`src/rtl/ddr3_mpr_pkg.sv`:
```
// Package: shared command encoding and register type for the MR3
// calibration-read controller. Assumes the usual DDR3 RAS/CAS/WE order.
package ddr3_mpr_pkg;

    // {ras_n, cas_n, we_n} with cs_n low
    typedef enum logic [2:0] {
        CMD_MRS = 3'b000,
        CMD_REF = 3'b001,
        CMD_PRE = 3'b010,
        CMD_ACT = 3'b011,
        CMD_WR  = 3'b100,
        CMD_RD  = 3'b101,
        CMD_ZQ  = 3'b110,
        CMD_NOP = 3'b111
    } cmd_e;

    typedef struct packed {
        logic       en;
        logic [1:0] loc;
    } mr3_t;

    localparam logic [1:0] LOC_PATTERN = 2'b00;
    localparam logic [1:0] MR3_SEL     = 2'b11;

endpackage

```
`src/rtl/mpr_cmd_decode.sv`:
```
// Module: mpr_cmd_decode
// Classifies the command pins into MRS, read, NOP/deselect and all other
// commands. Purely combinational; assumes pins are already sampled.
module mpr_cmd_decode
    import ddr3_mpr_pkg::*;
(
    input  logic cs_n,
    input  logic ras_n,
    input  logic cas_n,
    input  logic we_n,
    output logic is_mrs,
    output logic is_rd,
    output logic is_other
);

    cmd_e code;

    // Purpose: map pins to a command class.
    always_comb begin
        code     = cmd_e'({ras_n, cas_n, we_n});
        is_mrs   = 1'b0;
        is_rd    = 1'b0;
        is_other = 1'b0;
        if (!cs_n) begin
            unique case (code)
                CMD_MRS: is_mrs   = 1'b1;
                CMD_RD:  is_rd    = 1'b1;
                CMD_NOP: ;
                default: is_other = 1'b1;
            endcase
        end
    end

endmodule

```
`src/rtl/mpr_mode_reg.sv`:
```
// Module: mpr_mode_reg
// Holds the MR3 enable and location. Accepts an MR3 write only when all
// banks are idle and reserved bits are zero; while enabled, only a write
// that clears the enable is considered. Reports rejected writes one cycle
// later. Assumes ADDR_W >= 4 so that reserved bits exist.
module mpr_mode_reg
    import ddr3_mpr_pkg::*;
#(
    parameter int ADDR_W    = 14,
    parameter int NUM_BANKS = 8
) (
    input  logic                 clk,
    input  logic                 rst_n,
    input  logic                 is_mrs,
    input  logic [2:0]           ba,
    input  logic [ADDR_W-1:0]    addr,
    input  logic [NUM_BANKS-1:0] bank_idle,
    output mr3_t                 state_o,
    output logic                 mrs_bad_o,
    output logic                 rsvd_err_o,
    output logic                 busy_err_o
);

    localparam int EN_BIT   = 2;
    localparam int RSVD_LSB = EN_BIT + 1;

    mr3_t state_q;
    logic to_mr3;
    logic consider;
    logic rsvd_set;
    logic all_idle;

    // Purpose: classify the current MRS against MR3 rules.
    always_comb begin
        to_mr3    = is_mrs && (ba[1:0] == MR3_SEL);
        consider  = to_mr3 && (!state_q.en || !addr[EN_BIT]);
        rsvd_set  = ba[2] || (addr[ADDR_W-1:RSVD_LSB] != '0);
        all_idle  = &bank_idle;
        mrs_bad_o = state_q.en && is_mrs && !(to_mr3 && !addr[EN_BIT]);
    end

    // Purpose: update the register and the rejection flags.
    always_ff @(posedge clk) begin
        if (!rst_n) begin
            state_q    <= '0;
            rsvd_err_o <= 1'b0;
            busy_err_o <= 1'b0;
        end else begin
            rsvd_err_o <= consider && rsvd_set;
            busy_err_o <= consider && !all_idle;
            if (consider && !rsvd_set && all_idle) begin
                state_q.en  <= addr[EN_BIT];
                state_q.loc <= addr[EN_BIT] ? addr[1:0] : LOC_PATTERN;
            end
        end
    end

    assign state_o = state_q;

    p_loc_clear_when_off_r4: assert property (@(posedge clk) disable iff (!rst_n)
        !state_q.en |-> (state_q.loc == LOC_PATTERN));

    p_busy_hold_r6: assert property (@(posedge clk) disable iff (!rst_n)
        (consider && !all_idle) |=> $stable(state_q));

    p_rsvd_hold_r5: assert property (@(posedge clk) disable iff (!rst_n)
        (consider && rsvd_set) |=> $stable(state_q));

endmodule

```
`src/rtl/mpr_pattern_gen.sv`:
```
// Module: mpr_pattern_gen
// Produces the calibration burst: BURST_LEN beats starting the cycle after
// start_i, alternating all-zero / all-one words, or all zeros with a flag
// for a reserved location. A new start restarts the burst at beat 0.
module mpr_pattern_gen #(
    parameter int DQ_W      = 8,
    parameter int BURST_LEN = 8
) (
    input  logic            clk,
    input  logic            rst_n,
    input  logic            start_i,
    input  logic            rsvd_loc_i,
    output logic            valid_o,
    output logic [DQ_W-1:0] dq_o,
    output logic            rsvd_hit_o
);

    localparam int CNT_W = (BURST_LEN > 1) ? $clog2(BURST_LEN) : 1;
    localparam logic [CNT_W-1:0] LAST_BEAT = CNT_W'(BURST_LEN - 1);

    logic             active_q;
    logic             rsvd_q;
    logic [CNT_W-1:0] beat_q;
    logic             last;

    assign last = (beat_q == LAST_BEAT);

    // Purpose: track burst activity and beat index.
    always_ff @(posedge clk) begin
        if (!rst_n) begin
            active_q <= 1'b0;
            rsvd_q   <= 1'b0;
            beat_q   <= '0;
        end else if (start_i) begin
            active_q <= 1'b1;
            rsvd_q   <= rsvd_loc_i;
            beat_q   <= '0;
        end else if (active_q) begin
            if (last) begin
                active_q <= 1'b0;
                beat_q   <= '0;
            end else begin
                beat_q <= beat_q + 1'b1;
            end
        end
    end

    // Purpose: form the beat data from the beat parity.
    always_comb begin
        valid_o    = active_q;
        rsvd_hit_o = active_q && rsvd_q;
        dq_o       = (active_q && !rsvd_q) ? {DQ_W{beat_q[0]}} : '0;
    end

    p_beat_toggle_r10: assert property (@(posedge clk) disable iff (!rst_n)
        (active_q && !rsvd_q && !last && !start_i) |=> (dq_o != $past(dq_o)));

endmodule

```
`src/rtl/ddr3_mpr_ctrl.sv`:
```
// Module: ddr3_mpr_ctrl (top)
// Decodes commands, keeps MR3 calibration-read state, redirects reads to
// the pattern generator while enabled and flags commands that are illegal
// in that mode. All flags are registered and appear one cycle after the
// command. Assumes one command per clock and cke_fall as a one-cycle strobe.
module ddr3_mpr_ctrl
    import ddr3_mpr_pkg::*;
#(
    parameter int ADDR_W    = 14,
    parameter int NUM_BANKS = 8,
    parameter int DQ_W      = 8,
    parameter int BURST_LEN = 8,
    parameter int AP_BIT    = 10
) (
    input  logic                 clk,
    input  logic                 rst_n,
    input  logic                 cs_n,
    input  logic                 ras_n,
    input  logic                 cas_n,
    input  logic                 we_n,
    input  logic [2:0]           ba,
    input  logic [ADDR_W-1:0]    addr,
    input  logic [NUM_BANKS-1:0] bank_idle,
    input  logic                 cke_fall,
    output logic                 mpr_en_o,
    output logic [1:0]           mpr_loc_o,
    output logic                 illegal_cmd_o,
    output logic                 mrs_rsvd_err_o,
    output logic                 mrs_busy_err_o,
    output logic                 rd_redirect_o,
    output logic                 rd_autopre_o,
    output logic                 mpr_dq_valid_o,
    output logic [DQ_W-1:0]      mpr_dq_o,
    output logic                 mpr_rsvd_hit_o
);

    logic is_mrs, is_rd, is_other;
    logic mrs_bad;
    logic redirect;
    logic illegal;
    mr3_t mr3;

    mpr_cmd_decode u_dec (
        .cs_n     (cs_n),
        .ras_n    (ras_n),
        .cas_n    (cas_n),
        .we_n     (we_n),
        .is_mrs   (is_mrs),
        .is_rd    (is_rd),
        .is_other (is_other)
    );

    mpr_mode_reg #(
        .ADDR_W    (ADDR_W),
        .NUM_BANKS (NUM_BANKS)
    ) u_reg (
        .clk        (clk),
        .rst_n      (rst_n),
        .is_mrs     (is_mrs),
        .ba         (ba),
        .addr       (addr),
        .bank_idle  (bank_idle),
        .state_o    (mr3),
        .mrs_bad_o  (mrs_bad),
        .rsvd_err_o (mrs_rsvd_err_o),
        .busy_err_o (mrs_busy_err_o)
    );

    // Purpose: decide redirect and illegal status from the current mode.
    always_comb begin
        redirect = mr3.en && is_rd;
        illegal  = mr3.en && (is_other || mrs_bad || cke_fall);
    end

    // Purpose: register the per-command flags.
    always_ff @(posedge clk) begin
        if (!rst_n) begin
            illegal_cmd_o <= 1'b0;
            rd_redirect_o <= 1'b0;
            rd_autopre_o  <= 1'b0;
        end else begin
            illegal_cmd_o <= illegal;
            rd_redirect_o <= redirect;
            rd_autopre_o  <= redirect && addr[AP_BIT];
        end
    end

    mpr_pattern_gen #(
        .DQ_W      (DQ_W),
        .BURST_LEN (BURST_LEN)
    ) u_pat (
        .clk        (clk),
        .rst_n      (rst_n),
        .start_i    (redirect),
        .rsvd_loc_i (mr3.loc != LOC_PATTERN),
        .valid_o    (mpr_dq_valid_o),
        .dq_o       (mpr_dq_o),
        .rsvd_hit_o (mpr_rsvd_hit_o)
    );

    assign mpr_en_o  = mr3.en;
    assign mpr_loc_o = mr3.loc;

    p_redirect_needs_mode_r7: assert property (@(posedge clk) disable iff (!rst_n)
        rd_redirect_o |-> $past(mpr_en_o));

    p_illegal_needs_mode_r8: assert property (@(posedge clk) disable iff (!rst_n)
        illegal_cmd_o |-> $past(mpr_en_o));

    p_dq_levels_r10: assert property (@(posedge clk) disable iff (!rst_n)
        (mpr_dq_valid_o && !mpr_rsvd_hit_o) |-> (mpr_dq_o == '0 || mpr_dq_o == '1));

    p_rsvd_zero_r11: assert property (@(posedge clk) disable iff (!rst_n)
        mpr_rsvd_hit_o |-> (mpr_dq_valid_o && mpr_dq_o == '0));

endmodule

```
`config.mk`:
```
export PLATFORM = sky130hd
export DESIGN_NAME = ddr3_mpr_ctrl
export DESIGN_NICKNAME = d
export VERILOG_FILES = /design/src/rtl/ddr3_mpr_pkg.sv /design/src/rtl/mpr_cmd_decode.sv /design/src/rtl/mpr_mode_reg.sv /design/src/rtl/mpr_pattern_gen.sv /design/src/rtl/ddr3_mpr_ctrl.sv
export SDC_FILE = /design/constraint.sdc
export NUM_CORES = 1
export LEC_CHECK = 0
export CAP_MARGIN = 10
export CORE_AREA = 5 5 52 54
export CTS_CLUSTER_SIZE = 40
export DETAILED_ROUTE_END_ITERATION = 6
export DIE_AREA = 0 0 57 59
export GPL_TIMING_DRIVEN = 0
export PLACE_DENSITY = 0.71
export SYNTH_ARGS = -nofsm -noshare
export SYNTH_HDL_FRONTEND = slang
export SYNTH_SLANG_ARGS = --single-unit
```
`constraint.sdc`:
```
create_clock -name clk -period 1.3 [get_ports clk]
set_input_delay 0.325 -clock clk [delete_from_list [all_inputs] [get_ports clk]]
set_output_delay 0.325 -clock clk [all_outputs]
set_load 0.01 [all_outputs]
```
==> summary.txt <==
Logic synthesis
  – Mean Syn Cell Area: around 9.4 um^2
  – Syn Nets: 103
  – Syn Inst Count: 69
  – Post-synth EDFFs: 0
  – Yosys top cell area share: 40.08%
  – Post-synth top cells: 13 x dfxtp_1, 8 x nor2_1, 7 x buf_4
  – Most frequent cell after synthesis: dfxtp_1
  – Netlist Area Pre-Place: 649.4 um^2
  – Synth warnings: 0
  – Asr flop ratio synth: 0%
  – Largest area contributor in the netlist: dfxtp_1
  – Top area cells in the synthesized netlist: dfxtp_1 40%, buf_4 8.1%, mux2i_1 6.2%, nor2_1 4.6%, a2111oi_4 4.2%
  – Ys flop type: dfxtp_1
  – FF+latch count, synth: 13
  – Register area share after synthesis: 40.08%
  – Synth unique cells: 23

Clock network
  – Clock Tree Root: clkbuf_4
  – CTS Buffer Depth: 2
  – Clock sinks: 13
  – CTS tree: yes
  – Htree depth: 1
  – Clk slew on worst S/H paths: 0.08 ns
  – Clk_lat worst skew: between 0.2 and 0.3 ns
  – CTS buffer count: 3

Detailed routing
  – Routed len/inst: around 12 um
  – Total Wirelength: between 1.5 and 2 mm
  – DR DRC count: 0
  – Antenna Nets Post-Route: 0
  – Number of detailed-route iterations in the first pass: 4
  – Number of vias per cell: ~4.4
  – Vias: 697
  – DR iter-0 viols: 5

Floorplanning
  – Area of the core: 0.002170 mm^2
  – Row cnt: 17
  – Die span in y: ~60 um
  – Initial Utilization: between 20% and 30%
  – Die W: 57 um
  – I/O pin count: 50
  – Die ar.: approximately 0.0034 mm^2

Layout
  – Share of layout cells above drive strength 1: 34.88%
  – Nets: ~160
  – Final Non-Filler Cells: 157
  – Area Overhead vs Synth: 102.7%
  – Antenna diodes: 0
  – Final core occ: 60.67%

GRT
  – Total gr overflow: 0
  – Pin count of the biggest net entering global routing: 10
  – GRT Util Overall: 10.31%
  – Antenna violations before repair: 0
  – Vias in the first global route: 702
  – First-pass GRT wire length: 2.801 mm

Timing
  – Slew at the pin closest to its max-slew limit: 0.3556 ns
  – RSZ-0062 raised after global routing: true
  – Final setup viols: 9
  – Final worst slack: -0.1940 ns
  – Tcrit/Tclk final: 114.9%
  – Final Hold Viols: 0
  – Max-slew violation count: 0
  – Highest clock rate: approximately 670 MHz
  – Hold Slack: 0.3217 ns
  – Minimum clock period: approximately 1.5 ns
  – Clock skew: 0.001615 ns
  – Max_slew headroom: 76.29%

Critical path
  – Kind of critical path: flop to output pin
  – Worst EP required: 0.98 ns
  – CP arrival: ~1.2 ns
  – Crit. End Element: output pin
  – Setup crit start kind: flop
  – Crit-path max FO: 6

Run
  – Max Cap Viol: 0

Placement
  – Pre-CTS setup slack: -0.4485 ns
  – Buffers on Ports: 48
  – GP Congestion: 0.6745
  – Inst Count DP: 145
  – Hpwl dp: 1.468 mm

Status
  – Outcome: finished, violations left
  – Violated checks: negative setup slack

Pwr
  – Leakage power: 0.6181 nW
  – PD cells: 567.2 mW/mm^2
  – Pwr Total: around 0.00075 W
  – Maximum vdd drop: ~0.00031 V

Worst hold path
  – Hold crit path type: primary input to flop
[registers in the layout, summed over array words and instances (netlist names)]
signal            count
illegal_cmd_o         1
rd_autopre_o          1
rd_redirect_o         1
u_pat.beat_q          3
u_pat.rsvd_q          1
u_pat.valid_o         1
u_reg.busy_err_o      1
u_reg.rsvd_err_o      1
u_reg.state_o         3
[report_power, final]
group | leakage [nW] | total (W) | internal, W | switching [W]
registers | 0.107 | 0.000396 | 0.000396 | 0.0000000599
logic | 0.496 | 0.000107 | 0.0000726 | 0.0000348
clock network | 0.0150 | 0.000243 | 0.000119 | 0.000125
total | 0.618 | 0.000747 | 0.000587 | 0.000159
[cell type report]
class                           count  area, um^2
Clock buffer                        4       26.28
Buffer                              8       82.58
Fill cell                         190       853.3
Timing Repair Buffer               56       521.8
Inverter                            2       7.507
Sequential cell                    13       267.8
Multi-Input combinational cell     46       375.4
Tap cell                           28       35.03
[final timing paths]
| check | from | to | slack, ns | depth (start not counted) |
|---|---|---|---|---|
| hold reg to reg | u_reg.state_o[1]$_SDFFE_PN0P_ | u_reg.state_o[1]$_SDFFE_PN0P_ | 0.49 | 2 |
| setup reg to reg | u_pat.beat_q[0]$_SDFFE_PP0P_ | u_pat.beat_q[0]$_SDFFE_PP0P_ | 0 | 6 |
| setup / recovery | u_pat.valid_o$_SDFF_PN0_ | mpr_dq_o[1] | -0.19 | 4 |
| hold / removal | addr[10] | rd_autopre_o$_SDFF_PN0_ | 0.32 | 2 |
[per-layer routing]
| layer | global-route usage [%] | up-vias | share of wire (%) |
|---|---|---|---|
| met5 | 0 | - | 0 |
| met3 | 3.704 | 2 | 8.7 |
| met1 | 10.21 | 311 | 34 |
| met2 | 20.07 | 27 | 56 |
| li1 | - | 357 | - |
| met4 | 2.980 | 0 | 0.52 |
[metrics by stage]
step           cell area (um^2)  TNS (ns)
2_1_floorplan             650.6         0
3_3_place_gp               1166    -6.471
3_5_place_dp               1166    -7.039
4_1_cts                    1250    -1.158
5_1_grt                    1316    -1.666
6_report                   1316    -1.215
[cells in the final DEF, fill, tap and decap left out, types with 2 or more instances in the layout]
master           Yosys  final
dlygate4sd2_1        0     19
buf_6                0     17
clkdlybuf4s50_1      0     13
dfxtp_1             13      9
nor2_1               8      8
nand2_1              6      6
buf_4                7      6
a21oi_1              4      4
mux2i_1              4      4
nand4_1              3      3
clkbuf_4             0      3
dlymetal6s2s_1       0      3
dfxtp_2              0      3
and2_1               2      2
clkbuf_1             1      2
nand3_1              2      2
nor4_2               0      2
ha_4                 0      2
clkbuf_2             0      2
buf_2                0      2
[worst max-delay path: stages (launching register included)]
cell and delay [ns]:
dfxtp_4 0.35, and3_4 0.20, buf_4 0.14, buf_6 0.10
buf_6 0.11
[cells by family (layout without fill, tap and decap cells)]
group | after synthesis | count (layout) | synth area share, %
simple gates | 33 | 33 | 29.87
flops | 13 | 13 | 40.08
buf+inv | 10 | 70 | 9.826
compound gates | 6 | 6 | 8.479
mux | 5 | 5 | 7.900
fa+ha+maj | 2 | 2 | 3.853
[repair_timing]
item | CTS | global route
gates resized for setup | 84 | 17
hold buffers | 0 | 0
pin swaps | 8 | 8
buffers inserted | 5 | 3
endpoints found under the setup margin | 22 | 14
Power figures use the tool's default switching activity.
